File: src/rtl/seqrd_pkg.sv
package seqrd_pkg;

  typedef enum logic [1:0] {
    SEL_NONE  = 2'd0,
    SEL_PORT  = 2'd1,
    SEL_BYP   = 2'd2,
    SEL_LATCH = 2'd3
  } opsel_e;

  // Read plan decided at issue time for one instruction.
  typedef struct packed {
    logic   seq;   // two reads through the single port
    logic   rd;    // at least one read in the first cycle
    logic   rd_b;  // the single read targets the right source
    opsel_e sa;
    opsel_e sb;
  } rdplan_t;

endpackage

File: src/rtl/seqrd_rst_sync.sv
module seqrd_rst_sync (
  input  logic clk,
  input  logic rst_n,
  output logic rst_n_sync
);

  logic [1:0] sync_q;

  always_ff @(posedge clk or negedge rst_n) begin
    if (!rst_n) sync_q <= 2'b00;
    else        sync_q <= {sync_q[0], 1'b1};
  end

  assign rst_n_sync = sync_q[1];

endmodule

File: src/rtl/seqrd_classify.sv
module seqrd_classify
  import seqrd_pkg::*;
(
  input  logic [1:0] nsrc,
  input  logic       woke_a,
  input  logic       woke_b,
  input  logic       rdy_a,
  input  logic       rdy_b,
  output rdplan_t    plan
);

  logic has_a, has_b, port_a, port_b;

  always_comb begin
    has_a  = (nsrc != 2'd0);
    has_b  = nsrc[1];
    // ready-at-insert wins over a back-to-back wakeup flag
    port_a = has_a && (rdy_a || !woke_a);
    port_b = has_b && (rdy_b || !woke_b);

    plan.seq  = port_a && port_b;
    plan.rd   = port_a || port_b;
    plan.rd_b = port_b && !port_a;
    if (!has_a)      plan.sa = SEL_NONE;
    else if (plan.seq) plan.sa = SEL_LATCH;
    else if (port_a) plan.sa = SEL_PORT;
    else             plan.sa = SEL_BYP;
    if (!has_b)      plan.sb = SEL_NONE;
    else if (port_b) plan.sb = SEL_PORT;
    else             plan.sb = SEL_BYP;
  end

endmodule

File: src/rtl/seqrd_slot.sv
module seqrd_slot
  import seqrd_pkg::*;
#(
  parameter int AW = 6
) (
  input  logic          clk,
  input  logic          rst_n,
  input  logic          iss_vld,
  input  logic [1:0]    iss_nsrc,
  input  logic [AW-1:0] iss_src_a,
  input  logic [AW-1:0] iss_src_b,
  input  logic [AW-1:0] iss_dst,
  input  logic          iss_woke_a,
  input  logic          iss_woke_b,
  input  logic          iss_rdy_a,
  input  logic          iss_rdy_b,
  output logic          busy,
  output logic          rd_en,
  output logic [AW-1:0] rd_addr,
  output logic          lat_en,
  output logic          opnd_vld,
  output logic [1:0]    sel_a,
  output logic [1:0]    sel_b,
  output logic          bc_vld,
  output logic [AW-1:0] bc_tag
);

  rdplan_t       plan_d;
  logic          acc;
  logic          s1_vld_q, s1_vld_d;
  rdplan_t       s1_plan_q;
  logic [AW-1:0] s1_a_q, s1_b_q, s1_dst_q;
  logic          s2_vld_q, s2_vld_d, s2_en;
  logic [AW-1:0] s2_b_q, s2_dst_q;

  seqrd_classify u_cls (
    .nsrc   (iss_nsrc),
    .woke_a (iss_woke_a),
    .woke_b (iss_woke_b),
    .rdy_a  (iss_rdy_a),
    .rdy_b  (iss_rdy_b),
    .plan   (plan_d)
  );

  // next state
  always_comb begin
    busy     = s1_vld_q && s1_plan_q.seq;
    acc      = iss_vld && !busy;
    s1_vld_d = acc;
    s2_en    = busy;
    s2_vld_d = busy;
  end

  // registers: valid bits
  always_ff @(posedge clk or negedge rst_n) begin
    if (!rst_n) begin
      s1_vld_q <= 1'b0;
      s2_vld_q <= 1'b0;
    end else begin
      s1_vld_q <= s1_vld_d;
      s2_vld_q <= s2_vld_d;
    end
  end

  // registers: payload with clock enables
  always_ff @(posedge clk or negedge rst_n) begin
    if (!rst_n) begin
      s1_plan_q <= '0;
      s1_a_q    <= '0;
      s1_b_q    <= '0;
      s1_dst_q  <= '0;
      s2_b_q    <= '0;
      s2_dst_q  <= '0;
    end else begin
      if (acc) begin
        s1_plan_q <= plan_d;
        s1_a_q    <= iss_src_a;
        s1_b_q    <= iss_src_b;
        s1_dst_q  <= iss_dst;
      end
      if (s2_en) begin
        s2_b_q   <= s1_b_q;
        s2_dst_q <= s1_dst_q;
      end
    end
  end

  // read stage outputs
  always_comb begin
    rd_en    = 1'b0;
    rd_addr  = '0;
    lat_en   = 1'b0;
    opnd_vld = 1'b0;
    sel_a    = SEL_NONE;
    sel_b    = SEL_NONE;
    bc_vld   = 1'b0;
    bc_tag   = '0;
    if (s2_vld_q) begin
      rd_en    = 1'b1;
      rd_addr  = s2_b_q;
      opnd_vld = 1'b1;
      sel_a    = SEL_LATCH;
      sel_b    = SEL_PORT;
      bc_vld   = 1'b1;
      bc_tag   = s2_dst_q;
    end else if (s1_vld_q) begin
      rd_en  = s1_plan_q.rd;
      if (s1_plan_q.rd) rd_addr = s1_plan_q.rd_b ? s1_b_q : s1_a_q;
      lat_en = s1_plan_q.seq;
      if (!s1_plan_q.seq) begin
        opnd_vld = 1'b1;
        sel_a    = s1_plan_q.sa;
        sel_b    = s1_plan_q.sb;
        bc_vld   = 1'b1;
        bc_tag   = s1_dst_q;
      end
    end
  end

  // a latch capture is followed by the second read that uses it
  p_second_read_r5: assert property (@(posedge clk) disable iff (!rst_n)
    lat_en |=> (rd_en && opnd_vld && sel_a == SEL_LATCH && sel_b == SEL_PORT));

  // latch select only right after a capture
  p_latch_src_r5: assert property (@(posedge clk) disable iff (!rst_n)
    (opnd_vld && sel_a == SEL_LATCH) |-> $past(lat_en));

  // broadcast held back in the capture cycle, sent in the next
  p_late_bcast_r7: assert property (@(posedge clk) disable iff (!rst_n)
    lat_en |-> (!bc_vld ##1 bc_vld));

  // operands and broadcast always coincide
  p_bcast_with_opnd_r7: assert property (@(posedge clk) disable iff (!rst_n)
    opnd_vld |-> bc_vld);

  // a busy cycle never starts a new capture in the following cycle
  p_refuse_r8: assert property (@(posedge clk) disable iff (!rst_n)
    busy |=> !lat_en);

  // read stage and second-read stage never overlap
  p_no_overlap_r8: assert property (@(posedge clk) disable iff (!rst_n)
    !(s1_vld_q && s2_vld_q));

endmodule

File: src/rtl/seqrd_ctrl.sv
module seqrd_ctrl #(
  parameter int NSLOT = 2,
  parameter int AW    = 6
) (
  input  logic                clk,
  input  logic                rst_n,
  input  logic [NSLOT-1:0]    iss_vld,
  input  logic [2*NSLOT-1:0]  iss_nsrc,
  input  logic [AW*NSLOT-1:0] iss_src_a,
  input  logic [AW*NSLOT-1:0] iss_src_b,
  input  logic [AW*NSLOT-1:0] iss_dst,
  input  logic [NSLOT-1:0]    iss_woke_a,
  input  logic [NSLOT-1:0]    iss_woke_b,
  input  logic [NSLOT-1:0]    iss_rdy_a,
  input  logic [NSLOT-1:0]    iss_rdy_b,
  output logic [NSLOT-1:0]    slot_busy,
  output logic [NSLOT-1:0]    rd_en,
  output logic [AW*NSLOT-1:0] rd_addr,
  output logic [NSLOT-1:0]    lat_en,
  output logic [NSLOT-1:0]    opnd_vld,
  output logic [2*NSLOT-1:0]  sel_a,
  output logic [2*NSLOT-1:0]  sel_b,
  output logic [NSLOT-1:0]    bc_vld,
  output logic [AW*NSLOT-1:0] bc_tag
);

  logic rst_n_sync;

  seqrd_rst_sync u_rst (
    .clk        (clk),
    .rst_n      (rst_n),
    .rst_n_sync (rst_n_sync)
  );

  for (genvar s = 0; s < NSLOT; s++) begin : g_slot
    seqrd_slot #(.AW(AW)) u_slot (
      .clk        (clk),
      .rst_n      (rst_n_sync),
      .iss_vld    (iss_vld[s]),
      .iss_nsrc   (iss_nsrc[2*s +: 2]),
      .iss_src_a  (iss_src_a[AW*s +: AW]),
      .iss_src_b  (iss_src_b[AW*s +: AW]),
      .iss_dst    (iss_dst[AW*s +: AW]),
      .iss_woke_a (iss_woke_a[s]),
      .iss_woke_b (iss_woke_b[s]),
      .iss_rdy_a  (iss_rdy_a[s]),
      .iss_rdy_b  (iss_rdy_b[s]),
      .busy       (slot_busy[s]),
      .rd_en      (rd_en[s]),
      .rd_addr    (rd_addr[AW*s +: AW]),
      .lat_en     (lat_en[s]),
      .opnd_vld   (opnd_vld[s]),
      .sel_a      (sel_a[2*s +: 2]),
      .sel_b      (sel_b[2*s +: 2]),
      .bc_vld     (bc_vld[s]),
      .bc_tag     (bc_tag[AW*s +: AW])
    );
  end

endmodule

File: config.mk
export PLATFORM = sky130hd
export DESIGN_NAME = seqrd_ctrl
export DESIGN_NICKNAME = d
export VERILOG_FILES = /design/src/rtl/seqrd_pkg.sv /design/src/rtl/seqrd_rst_sync.sv /design/src/rtl/seqrd_classify.sv /design/src/rtl/seqrd_slot.sv /design/src/rtl/seqrd_ctrl.sv
export SDC_FILE = /design/constraint.sdc
export NUM_CORES = 1
export LEC_CHECK = 0
export BUFFER_PORTS_ARGS = -buffer_cell sky130_fd_sc_hd__buf_2
export CELL_PAD_IN_SITES_DETAIL_PLACEMENT = 0
export CELL_PAD_IN_SITES_GLOBAL_PLACEMENT = 1
export CORE_UTILIZATION = 39
export DETAILED_ROUTE_END_ITERATION = 6
export GPL_ROUTABILITY_DRIVEN = 0
export PLACE_DENSITY_LB_ADDON = 0.05
export SLEW_MARGIN = 10
export SYNTH_ARGS = -nofsm -noshare
export SYNTH_HDL_FRONTEND = slang
export SYNTH_SLANG_ARGS = --single-unit
File: constraint.sdc
create_clock -name clk -period 2.8 [get_ports clk]
set_input_delay 0.56 -clock clk [delete_from_list [all_inputs] [get_ports clk]]
set_output_delay 0.56 -clock clk [all_outputs]
set_load 0.01 [all_outputs]
==> results of run 1 <==
-- through the flow --
| step | power, mW | utilization | cells |
|---|---|---|---|
| 2_1_floorplan | 1.916 | - | 389 |
| 3_3_place_gp | 2.088 | 0.4636 | 566 |
| 3_5_place_dp | 2.111 | 0.4636 | 566 |
| 4_1_cts | 2.909 | 0.4854 | 583 |
| 5_1_grt | 3.056 | 0.4854 | 583 |
| 6_report | 2.864 | 0.4854 | 583 |
-- registers in the layout, indices dropped and copies added, names as in the netlist --
register / flops
g_slot.u_slot.s1_a_q: 12
g_slot.u_slot.s1_b_q: 12
g_slot.u_slot.s1_dst_q: 12
g_slot.u_slot.s1_plan_q: 14
g_slot.u_slot.s1_vld_q: 2
g_slot.u_slot.s2_b_q: 12
g_slot.u_slot.s2_dst_q: 12
g_slot.u_slot.s2_vld_q: 2
u_rst.sync_q: 2
-- timing repair --
action                                  4_1_cts  5_1_grt
endpoints found under the setup margin        0        0
endpoints found under the hold margin         2        0
hold buffers                                  1        0
-- cell type report --
class | instances | area share
Clock inverter | 4 | 0.006669
Multi-Input combinational cell | 273 | 0.3355
Sequential cell | 80 | 0.4648
Inverter | 6 | 0.005219
Clock buffer | 12 | 0.03595
Tap cell | 108 | 0.03131
Timing Repair Buffer | 100 | 0.1206
-- cells in the mapped netlist (4+ instances only) --
library cell | count | area, um^2
or2_2 | 4 | 25.02
a21o_1 | 8 | 60.06
o21ai_0 | 32 | 160.2
mux2_1 | 16 | 180.2
buf_4 | 14 | 105.1
nor2b_1 | 4 | 25.02
mux2_2 | 8 | 90.09
mux2i_1 | 12 | 120.1
buf_2 | 12 | 60.06
dfrtp_1 | 80 | 2002
a21oi_1 | 4 | 20.02
clkbuf_1 | 4 | 15.01
nor2_1 | 6 | 22.52
nand3_1 | 4 | 20.02
nand2_1 | 158 | 593.1
and3b_1 | 4 | 35.03
inv_1 | 4 | 15.01
-- layer usage --
metal  wire length, um  vias to the layer above  global-route usage
met2              3480                       53              0.2652
met1              4166                     1301              0.2581
met4                76                        0             0.04822
li1                  -                     1412                   -
met5                 0                        -                   0
met3               215                        6             0.04043
-- power breakdown --
| group | internal, mW | switching [mW] |
|---|---|---|
| clock network | 0.372 | 0.420 |
| registers | 1.39 | 0.161 |
| logic | 0.261 | 0.263 |
| total | 2.02 | 0.844 |
-- cell families after synthesis --
group	count (synthesis)
AO/OA/AOI/OAI	50
buffers and inverters	36
flip-flops	80
multiplexers	36
other	1
AND/OR/NAND/NOR	186
-- worst max path at each step --
stage	to	start	cells past startpoint
3_3_place_gp	bc_tag[3]	g_slot[0].u_slot.s1_vld_q	5
5_1_grt	bc_tag[4]	g_slot[0].u_slot.s1_vld_q	5
6_report	bc_tag[4]	g_slot[0].u_slot.s1_vld_q	5
3_5_place_dp	bc_tag[4]	g_slot[0].u_slot.s1_vld_q	5
2_1_floorplan	g_slot[0].u_slot.s1_a_q[0]	u_rst.sync_q[1]	0
4_1_cts	bc_tag[4]	g_slot[0].u_slot.s1_vld_q	5
-- worst register-to-register path: stages (launching register included) --
cell and delay (ns):
dfrtp_1 0.44, a21bo_2 0.25, inv_2 0.31, nand3_1 0.16, o21ai_0 0.18
==> reports/metrics.csv, run 1 <==
metric,value,unit
cp-end-kind,primary output,
fillers,893,
path_clk_slew,0.08,ns
rows,34,
synthXorXnorAreaFrac,0,
crit_family,simple AND/OR/NAND/NOR gates,
cts_max_path_buffers,2,
grt_pass1_wl,13.51,mm
viasPerCell,4.755,
fin_ws,0.4587,ns
nets,522,
synth.distinct_cells,25,
cap_violations,0,
gr-usage-all-layers,0.1771,
critPathArrivalTime,1.78,ns
fin_setup_tns,0,ns
crit_chain,nor2b_1 -> buf_4 -> nand2_1 -> o21ai_0 -> buf_2,
syn_area,3652,um^2
synth_seq_cells,80,
dieArea,9756,um^2
slew_viol_final,0,
grt_pass1_vias,2750,
fin_worst_skew,0.01005,ns
reg2reg_depth,4,
cts-buffers-inserted,9,
async_reset_ff_frac,1.000,
crit_path_max_fanout,7,
syn_inst,389,
pin_count,94,
final_common_cell,nand2_1,
synthSimpleGateAreaFrac,0.2083,
min_path_type,flip-flop to flip-flop,
r2r_slack,1.39,ns
worstMarginPinSlew,0.9920,ns
die_x,98.77,um
diodes,0,
totalWireLength,7.937,mm
ys_seq_area_frac,0.5481,
min_to,u_rst.sync_q[1],
holdPathStages,0,
synth_fp_nets,441,
cts_tree,built,
vias,2772,
startpoint_type,flip-flop,
wl_per_cell,13.61,um
clk_latency,0.34,ns
fmax,427.1,MHz
h-tree-depth,3,
post_synth_fa_ha_maj_area_fraction,0,
yosys_warnings,0,
dpl_worst_slack,0.8056,ns
syn2layout_area_growth,18.16,%
dpl.hpwl,5.358,mm
outcome,completed,
multi_input_area,1448,um^2
p_per_area,663.6,nW/um^2
ir_worst_vdd,234.9,uV
final-setup-viol-count,0,
grt_remaining_overflow,0,
r2r-end,g_slot[0].u_slot.s1_plan_q[6],
timing.rr.start,g_slot[0].u_slot.s1_vld_q,
io_buffers,93,
drive_gt1_frac,0.2800,
leakagePower,2.303,nW
layout_common_cells,"nand2_1 (158), buf_2 (93), dfrtp_1 (79)",
hold_viol,0,
synth-compound-area-share,0.08016,
path_class,flip-flop to primary output,
design_area,4315,um^2
antenna_found_initial,0,
cts_setup_buffers,0,
die_y,98.77,um
drt_iter0_drc,71,
regArea,2006,um^2
antenna_left,0,
rsz0062_at_grt,no,
core,8891,um^2
crit_slowest_cell,dfrtp_1,
synth_edf_count,0,
cp_slowest_stage_delay,0.43,ns
min-delay-start,u_rst.sync_q[0],
synthMuxAreaShare,0.1069,
synth_top_family_by_area,simple AND/OR/NAND/NOR gates,
cts_sinks,80,
fin_crit,2.341,ns
post-route-period-util,0.8362,
ys.flop_type,dfrtp_1,
avgSynthCellArea,9.389,um^2
cts_resized,0,
place_area,4121,um^2
crit_required,2.24,ns
clock-root-buffer,clkbuf_8,
hold_slack,0.3538,ns
first_pass_iters,4,
grt_start_max_net_pins,79,
start_util,0.4108,
path_buf_inv,2,
slew_headroom,0.3387,
drc,0,
Note: power is estimated with default switching activity, not from simulation.
==> run 2, diff against run 1 <==
Clock period 2.8 ns to 2.4 ns, I/O delays scaled along.
==> reports/metrics.csv, run 2 (same netlist as run 1, synthesis figures left out) <==
metric,value,unit,change
vias,2739,,-1.2%
dieArea,9756,um^2,unchanged
cts_resized,0,,unchanged
leakagePower,2.313,nW,+0.46%
largest_register_ffs,14,,unchanged
pwr-share-seq,0.539,,about the same
startpoint_type,flip-flop,,
pwr-share-comb,0.191,,+0.008
diodes,0,,unchanged
final-setup-viol-count,0,,unchanged
p_per_area,765.2,nW/um^2,+15%
path_class,flip-flop to primary output,,
cts_sinks,80,,unchanged
drive_gt1_frac,0.2758,,-0.004211
fin_setup_tns,0,ns,unchanged
outcome,completed,,
syn2layout_area_growth,18.50,%,
nets,523,,+0.19%
fin_worst_skew,0.009474,ns,-0.0005728 ns
crit_slowest_cell,dfrtp_1,,
fmax,469.9,MHz,
grt_pass1_wl,13.34,mm,-1.3%
worstMarginPinSlew,0.5913,ns,-0.4006 ns
critPathArrivalTime,1.65,ns,-0.13 ns
antenna_left,0,,unchanged
h-tree-depth,3,,unchanged
sw_frac_of_total,0.2797,,-0.01495
rows,34,,unchanged
hold_viol,0,,unchanged
layout_common_cells,"nand2_1 (158), buf_2 (93), dfrtp_1 (79)",,
gr-usage-all-layers,0.1757,,-0.001357
crit_chain,nor2b_1 -> buf_4 -> nand2_1 -> o21ai_0 -> buf_2,,
crit_required,1.92,ns,-0.32 ns
drt_iter0_drc,52,,-27%
busiest_layer,met2,,
grt_start_max_net_pins,45,,-43%
min_path_type,input pin to flip-flop,,
power.switching,0.9261,mW,+9.8%
crit_family,flip-flops,,
clock-root-buffer,clkbuf_8,,
cap_violations,0,,unchanged
crit_path_max_fanout,7,,unchanged
wl_per_cell,13.53,um,-0.62%
slew_headroom,0.6058,,+0.2671
cp-end-kind,primary output,,
cts_max_path_buffers,2,,unchanged
pin_count,94,,unchanged
final_common_cell,nand2_1,,
first_pass_iters,4,,unchanged
largest-register,g_slot.u_slot.s1_plan_q,,
start_util,0.4108,,unchanged
drc,0,,unchanged
fin_crit,2.128,ns,
cp_slowest_stage_delay,0.42,ns,about the same
cts_tree,built,,
die_x,98.77,um,unchanged
post-route-period-util,0.8867,,
dpl.hpwl,5.344,mm,-0.25%
path_clk_slew,0.08,ns,about the same
pwr-share-clk,0.270,,-0.006
clk_latency,0.34,ns,about the same
viasPerCell,4.698,,-1.2%
core,8891,um^2,unchanged
io_buffers,93,,unchanged
rsz0062_at_grt,no,,
grtUsageMet1,0.2416,,-0.01648
p_total,3.312,mW,+16%
met3_usage,0.04752,,+0.007092
die_y,98.77,um,unchanged
grtUsageMet2,0.2727,,+0.007531
slew_viol_final,0,,unchanged
path_buf_inv,2,,unchanged
grt_remaining_overflow,0,,unchanged
p_int,2.385,mW,+18%
totalWireLength,7.888,mm,-0.62%
ir_worst_vdd,311.3,uV,+33%
cts-buffers-inserted,9,,unchanged
grt_pass1_vias,2812,,+2.3%
fillers,869,,-2.7%
antenna_found_initial,0,,unchanged
[run 2: changes by cell type in the layout (fill, tap and decap cells not counted), sizes merged]
cell	before	now
clkbuf	12	15
clkinvlp	2	0
clkinv	2	0
buf	99	100
[run 2: repair_timing]
action                    4_1_cts  5_1_grt
hold endpoints to repair        2        0
hold buffers                    1        0
buffers inserted                0        0
[run 2: worst min-delay path: stages]
cell     delay [ns]
buf_2          0.07
nand2_1        0.04
nand2_1        0.04
[run 2: per-stage QoR]
stage	worst slack [ns]	hold slack (ns)	util	cell area, um^2	cells
after floorplan	0.006963	0.1844	-	3652	389
after global placement	0.6991	0.2645	0.4658	4141	567
after detailed placement	0.6237	0.2658	0.4658	4141	567
after CTS	0.2395	0.3069	0.4868	4328	583
after global routing	0.1625	0.3105	0.4868	4328	583
final	0.2719	0.3242	0.4868	4328	583
[run 2: final cells by class]
cell class,count,area (um^2),area share
inverters,6,22.52,0.005204
well taps,108,135.1,0.03122
repair buffers,101,540.5,0.1249
flip-flops and latches,80,2006,0.4634
multi-input cells,273,1448,0.3345
clock buffers,15,176.4,0.04076
[run 2: layer usage]
layer  wire [um]  up-vias
li1            -     1399
met1        3976     1281
met2        3568       55
met3         306        4
met4          37        0
met5           0        -
[run 2: worst paths after layout]
check,slack (ns),endpoint,from,cells past startpoint
worst min register to register,0.35,g_slot[1].u_slot.s1_plan_q[2],u_rst.sync_q[1],0
max in group asynchronous,1.45,g_slot[1].u_slot.s1_plan_q[6],u_rst.sync_q[1],1
worst max-delay path,0.27,bc_tag[5],g_slot[0].u_slot.s1_vld_q,5
min in group asynchronous,0.35,g_slot[1].u_slot.s1_plan_q[2],u_rst.sync_q[1],0
worst max register to register,1.02,g_slot[1].u_slot.s1_plan_q[6],g_slot[1].u_slot.s1_plan_q[6],4
worst min-delay path,0.32,g_slot[1].u_slot.s1_a_q[3],iss_src_a[9],3
[run 2: power by group through the flow]
| stage | logic [mW] | registers [mW] | clock network [mW] |
|---|---|---|---|
| CTS | 0.647 | 1.79 | 0.929 |
| global placement | 0.630 | 1.81 | 0 |
| floorplan | 0.463 | 1.77 | 0 |
| finish | 0.633 | 1.79 | 0.894 |
| global route | 0.722 | 1.83 | 0.987 |
| detailed placement | 0.644 | 1.81 | 0 |
